<file path="src/rtl/pid_pkg.sv">
package pid_pkg;
  localparam int NUM_TAPS = 3;

  typedef struct packed {
    logic                clearAll;
    logic                shiftTaps;
    logic                loadOut;
    logic [NUM_TAPS-1:0] gainWr;
  } pid_strobe_t;
endpackage

</file>
<file path="src/rtl/pid_csa3.sv">
module pid_csa3 #(
  parameter int W = 35
) (
  input  logic [W-1:0] inA,
  input  logic [W-1:0] inB,
  input  logic [W-1:0] inC,
  output logic [W-1:0] sumVec,
  output logic [W-1:0] carryVec
);
  logic [W-1:0] majVec;

  // one full adder per bit, carries kept apart
  for (genvar b = 0; b < W; b++) begin : g_bit
    assign sumVec[b] = inA[b] ^ inB[b] ^ inC[b];
    assign majVec[b] = (inA[b] & inB[b]) | (inA[b] & inC[b]) | (inB[b] & inC[b]);
  end

  assign carryVec = {majVec[W-2:0], 1'b0};
endmodule

</file>
<file path="src/rtl/pid_ctrl.sv">
module pid_ctrl
  import pid_pkg::*;
(
  input  logic        clk,
  input  logic        rst,
  input  logic        sampleValid,
  input  logic        gainWrEn,
  input  logic [1:0]  gainSel,
  output pid_strobe_t strobe,
  output logic        outValid
);
  always_comb begin
    strobe.clearAll  = rst;
    strobe.shiftTaps = sampleValid & ~rst;
    strobe.loadOut   = sampleValid & ~rst;
    for (int t = 0; t < NUM_TAPS; t++) begin
      strobe.gainWr[t] = gainWrEn & ~rst & (gainSel == 2'(t));
    end
  end

  always_ff @(posedge clk) begin
    if (rst) outValid <= 1'b0;
    else     outValid <= sampleValid;
  end

  // valid pulse follows the strobe by exactly one clock
  a_r7_valid_pulse: assert property (@(posedge clk) disable iff (rst)
    sampleValid |=> outValid);
  a_r7_valid_quiet: assert property (@(posedge clk) disable iff (rst)
    !sampleValid |=> !outValid);
  // the spare select code raises no write strobe
  a_r8_spare_sel: assert property (@(posedge clk) disable iff (rst)
    (gainSel == 2'd3) |-> (strobe.gainWr == '0));
endmodule

</file>
<file path="src/rtl/pid_datapath.sv">
module pid_datapath
  import pid_pkg::*;
#(
  parameter int DATA_W = 16,
  parameter int FRAC_W = 12
) (
  input  logic                     clk,
  input  pid_strobe_t              strobe,
  input  logic signed [DATA_W-1:0] errIn,
  input  logic signed [DATA_W-1:0] gainData,
  input  logic signed [DATA_W-1:0] limHi,
  input  logic signed [DATA_W-1:0] limLo,
  output logic signed [DATA_W-1:0] ctrlOut
);
  localparam int PROD_W = 2 * DATA_W;
  localparam int ACC_W  = PROD_W + 3;
  localparam int RND_W  = ACC_W - FRAC_W;
  localparam int UEXT_W = ACC_W - DATA_W - FRAC_W;

  logic signed [DATA_W-1:0] gainReg [NUM_TAPS];
  logic signed [DATA_W-1:0] tapVal  [NUM_TAPS];
  logic signed [PROD_W-1:0] prodVal [NUM_TAPS];
  logic        [ACC_W-1:0]  prodOp  [NUM_TAPS];
  logic signed [DATA_W-1:0] errD1, errD2, uReg;
  logic        [ACC_W-1:0]  uOp;

  // gain registers, one per tap
  for (genvar t = 0; t < NUM_TAPS; t++) begin : g_gain
    always_ff @(posedge clk) begin
      if (strobe.clearAll)      gainReg[t] <= '0;
      else if (strobe.gainWr[t]) gainReg[t] <= gainData;
    end
  end

  // error history
  always_ff @(posedge clk) begin
    if (strobe.clearAll) begin
      errD1 <= '0;
      errD2 <= '0;
    end else if (strobe.shiftTaps) begin
      errD1 <= errIn;
      errD2 <= errD1;
    end
  end

  assign tapVal[0] = errIn;
  assign tapVal[1] = errD1;
  assign tapVal[2] = errD2;

  // full-precision products, sign-extended to accumulator width
  for (genvar t = 0; t < NUM_TAPS; t++) begin : g_mul
    assign prodVal[t] = tapVal[t] * gainReg[t];
    assign prodOp[t]  = {{(ACC_W-PROD_W){prodVal[t][PROD_W-1]}}, prodVal[t]};
  end

  // previous output aligned to the fraction point; the empty fraction
  // field carries the rounding half-LSB for free
  assign uOp = {{UEXT_W{uReg[DATA_W-1]}}, uReg, 1'b1, {(FRAC_W-1){1'b0}}};

  logic [ACC_W-1:0] s1, c1, s2, c2, accSum;

  pid_csa3 #(.W(ACC_W)) u_csa_lvl1 (
    .inA(uOp), .inB(prodOp[0]), .inC(prodOp[1]),
    .sumVec(s1), .carryVec(c1)
  );
  pid_csa3 #(.W(ACC_W)) u_csa_lvl2 (
    .inA(s1), .inB(c1), .inC(prodOp[2]),
    .sumVec(s2), .carryVec(c2)
  );

  assign accSum = s2 + c2;

  // rounding (bias already inside uOp) and clamping
  logic signed [RND_W-1:0]  rndVal, hiExt, loExt;
  logic signed [DATA_W-1:0] nextU;

  assign rndVal = accSum[ACC_W-1:FRAC_W];
  assign hiExt  = {{(RND_W-DATA_W){limHi[DATA_W-1]}}, limHi};
  assign loExt  = {{(RND_W-DATA_W){limLo[DATA_W-1]}}, limLo};

  always_comb begin
    if (rndVal > hiExt)      nextU = limHi;
    else if (rndVal < loExt) nextU = limLo;
    else                     nextU = rndVal[DATA_W-1:0];
  end

  // clamped value is both the output and the stored u[k-1]
  always_ff @(posedge clk) begin
    if (strobe.clearAll)    uReg <= '0;
    else if (strobe.loadOut) uReg <= nextU;
  end

  assign ctrlOut = uReg;

  // carry-save path agrees with a plain four-operand sum
  a_r2_csa_sum: assert property (@(posedge clk) disable iff (strobe.clearAll)
    accSum == (uOp + prodOp[0] + prodOp[1] + prodOp[2]));
  // history holds without a strobe, shifts in order with one
  a_r3_taps_hold: assert property (@(posedge clk) disable iff (strobe.clearAll)
    !strobe.shiftTaps |=> ($stable(errD1) && $stable(errD2)));
  a_r3_taps_shift: assert property (@(posedge clk) disable iff (strobe.clearAll)
    strobe.shiftTaps |=> (errD2 == $past(errD1) && errD1 == $past(errIn)));
  // loaded output lies inside the window in force at the load
  a_r5_in_window: assert property (@(posedge clk) disable iff (strobe.clearAll)
    (strobe.loadOut && limLo <= limHi) |=> (uReg <= $past(limHi) && uReg >= $past(limLo)));
  // output holds between samples
  a_r7_out_hold: assert property (@(posedge clk) disable iff (strobe.clearAll)
    !strobe.loadOut |=> $stable(uReg));
endmodule

</file>
<file path="src/rtl/pid_incr_ctrl.sv">
module pid_incr_ctrl
  import pid_pkg::*;
#(
  parameter int DATA_W = 16,
  parameter int FRAC_W = 12
) (
  input  logic                     clk,
  input  logic                     rst,
  input  logic                     sampleValid,
  input  logic signed [DATA_W-1:0] errIn,
  input  logic                     gainWrEn,
  input  logic [1:0]               gainSel,
  input  logic signed [DATA_W-1:0] gainData,
  input  logic signed [DATA_W-1:0] limHi,
  input  logic signed [DATA_W-1:0] limLo,
  output logic signed [DATA_W-1:0] ctrlOut,
  output logic                     outValid
);
  pid_strobe_t strobe;

  pid_ctrl u_ctrl (
    .clk(clk), .rst(rst), .sampleValid(sampleValid),
    .gainWrEn(gainWrEn), .gainSel(gainSel),
    .strobe(strobe), .outValid(outValid)
  );

  pid_datapath #(.DATA_W(DATA_W), .FRAC_W(FRAC_W)) u_dp (
    .clk(clk), .strobe(strobe), .errIn(errIn), .gainData(gainData),
    .limHi(limHi), .limLo(limLo), .ctrlOut(ctrlOut)
  );
endmodule

</file>
<file path="config.mk">
export PLATFORM = sky130hd
export DESIGN_NAME = pid_incr_ctrl
export DESIGN_NICKNAME = d
export VERILOG_FILES = /design/src/rtl/pid_pkg.sv /design/src/rtl/pid_csa3.sv /design/src/rtl/pid_ctrl.sv /design/src/rtl/pid_datapath.sv /design/src/rtl/pid_incr_ctrl.sv
export SDC_FILE = /design/constraint.sdc
export NUM_CORES = 2
export LEC_CHECK = 0
export BUFFER_PORTS_ARGS = -buffer_cell sky130_fd_sc_hd__buf_2
export CORE_MARGIN = 3
export CORE_UTILIZATION = 33
export CTS_CLUSTER_DIAMETER = 100
export DETAILED_ROUTE_END_ITERATION = 10
export PLACE_DENSITY = 0.5
export SLEW_MARGIN = 25
export SYNTH_ARGS = -nofsm -noshare
export SYNTH_HDL_FRONTEND = slang
export SYNTH_SLANG_ARGS = --single-unit
export TNS_END_PERCENT = 30
</file>
<file path="constraint.sdc">
create_clock -name clk -period 12.2 [get_ports clk]
set_input_delay 1.83 -clock clk [delete_from_list [all_inputs] [get_ports clk]]
set_output_delay 1.83 -clock clk [all_outputs]
set_load 0.01 [all_outputs]
</file>
==> run metrics <==
status completed; Port Buffer Count 86; max cap viols 0; worst min path class flip-flop to flip-flop; Fmax achieved 84.4 MHz; mux contribution to synthesized area 1.33%; DP HPWL 86.3 mm; Startpoint Class input port; Vias 26.4k; DR DRC count 0; dominant synthesized flop cell dfxtp_1; Routed met2 length 49.5 mm; Seq/Total Area, Yosys 6.63%; Synth Warn # 0; hold buffers post-CTS 0; largest net degree at the start of global routing 53; GR Overflow Total 0; flops & latches, synth 97; initial antenna violation count 7; Reg area 2420 sq um; area occupied by multi-input gates 30400 sq um; Total Routing Usage GR 17.9%; TritonCTS clock tree done; Max stage delay on crit path 0.62 ns; critical path class input port to flip-flop; clock root cell clkbuf_16; Vias/cell 4.68; Die Width 339 microns; first-pass GRT wire length 160 mm; FP Rows 121; Post-Synth Adder-Cell Area 57.4%; crit-path most repeated cell fa_1; most numerous cell in the Yosys netlist inv_1; remaining antenna violation count 0; CTS Sinks 97; Metal-1 WL 44.9 mm; Simple-Gate Fraction of Synth Area 14.9%; Longest Clk Path Bufs 2; Final Setup Violations 0; Pre-Repair DR Iteration Count 6; layout cell share with drive strength beyond 1 9.48%; Worst EP arrival 12.17 ns; die area 115000 sq um; detailed router's first-iteration violation count 1318; Avg WL per Cell 17.8 microns; Post-Syn Area 36500 sq um; Net Count, Synth 5204; cell area after layout 40800 sq um; Tmin final 11.84 ns; Die H 339 microns; I/O pins 87; dominant combinational cell family by area after synthesis adder cells; slew at the pin with the worst max-slew slack 0.996 ns; Compound-Gate Fraction of Synth Area 5.58%; worst-skew pair later-pin latency 0.39 ns; crit-path max FO 7; max-slew violations 0; Layout area overhead 11.6%; Reg clk slew, reported paths 0.10 ns; Core Area 109000 sq um; Tcrit/Tclk final 97.1%; vias in the first global route 27.9k; Final Hold Fails 0; Post-Place Cell Area 40000 sq um; Max Used Layer met5; Critical Path RT 12.52 ns; Placer Congestion 0.850; fill cell count 11.4k; fin nets 5396; synth cell count leaders inv_1 (984), fa_1 (838), nand2_1 (428), and2_1 (385), ha_1 (335); DRT Wirelength 100 mm; H-tree lvl count 3; Synth top area share 45.9%; syn_area_per_cell 9.23 sq um; Critical Path End Type flip-flop; Cell variety after synth 67; Met3 Wirelength 3.73 mm; leading post-synthesis cells by cell area fa_1 (46%), ha_1 (11%), inv_1 (10%), and2_1 (6.6%), nand2_1 (4.4%); gate count of the mapped netlist 3961; slowest CP cell fa_1; post-synthesis xor/xnor area fraction 2.85%; Setup Skew 0.0242 ns; initial core utilization 33.4%; Yosys top cell by area fa_1; Slew HR 33.6%; CTS buffer count 9; Async SR Flop Fraction 0%; EDFF count, synth 48
[worst paths after layout]
path,startpoint,end,slack (ns),cells after the start
setup reg to reg,u_dp.gainReg[1][4],u_dp.ctrlOut[4],0.59,43
hold / removal,u_dp.ctrlOut[7],u_dp.ctrlOut[7],0.52,2
hold reg to reg,u_dp.ctrlOut[7],u_dp.ctrlOut[7],0.52,2
setup / recovery,errIn[9],u_dp.ctrlOut[4],0.36,44
[area by class of cell]
| cell class | count | share of cell area, % |
|---|---|---|
| multi-input combinational | 2763 | 74.4 |
| inverter | 984 | 9.05 |
| sequential | 97 | 5.94 |
| timing repair buffer | 298 | 5.32 |
| tap | 1476 | 4.53 |
| clock buffer | 9 | 0.552 |
| clock inverter | 7 | 0.193 |
| antenna | 1 | 0.00613 |
[metal layers]
metal | up-vias | GRT usage [%]
met5 | - | 0
met4 | 2 | 3.65
met3 | 85 | 1.52
met2 | 497 | 30.8
met1 | 13600 | 24.8
li1 | 12200 | -
[layout by cell type (no fill, tap or decap), types with 9 or more instances in the layout]
cell / Yosys / final
a21oi_1: 100 / 88
and2_1: 385 / 384
a21oi_2: 0 / 9
nor2b_1: 13 / 13
o22ai_1: 11 / 11
nand4_1: 13 / 13
o21ai_0: 63 / 57
ha_1: 335 / 329
and3_1: 10 / 10
nor3_1: 16 / 14
buf_6: 0 / 10
dfxtp_1: 49 / 49
o21bai_1: 14 / 12
fa_1: 838 / 838
nand2_1: 428 / 427
edfxtp_1: 48 / 48
inv_1: 984 / 981
xor2_1: 38 / 37
o21a_1: 16 / 16
nand3_1: 25 / 24
mux2i_1: 44 / 43
buf_2: 2 / 81
a211oi_1: 17 / 14
a21o_1: 41 / 41
xnor2_1: 81 / 76
nand2b_1: 43 / 43
nor2_1: 143 / 142
buf_4: 1 / 199
clkbuf_16: 0 / 9
[logic make-up (layout without fill, tap and decap cells)]
group                    after synthesis  count (layout)
adder cells (fa/ha/maj)             1173            1173
AND/OR/NAND/NOR                     1103            1103
buffers and inverters               1101            1298
AO/OA/AOI/OAI                        320             320
XOR/XNOR                             119             119
flip-flops                            97              97
multiplexers                          48              48
other                                  0               1
[registers in the layout, indices dropped and copies added, names as in the netlist]
signal,flops
u_dp.errD2,16
u_ctrl.outValid,1
u_dp.gainReg,48
u_dp.ctrlOut,16
u_dp.errD1,16
[critical path: cells and delay by family]
kind | cells | cell delay (ns)
xor gates and xnor gates | 1 | 0.11
and+or+nand+nor | 7 | 1.43
AOI/OAI and AO/OA | 16 | 2.92
muxes | 1 | 0.32
adders and majority gates | 11 | 4.67
buffers and inverters | 8 | 0.88
[metrics by stage]
step	setup TNS, ns	hold slack, ns	worst slack, ns	instances	utilization [%]
after floorplan	0	0.496	0.0742	3961	-
after global placement	-1.47	0.500	-0.152	5604	36.6
after detailed placement	-4.77	0.503	-0.364	5604	36.6
after CTS	0	0.516	0.0365	5620	36.9
after global routing	-0.180	0.577	-0.0435	5634	37.3
final	0	0.525	0.356	5635	37.3
[timing repair]
item,in CTS,in global routing
gates resized for setup,0,88
endpoints found under the setup margin,0,16
buffers inserted,0,16
Power is not shown: default switching activity piles up to over one toggle a cycle in this logic, so the estimate is an artifact.
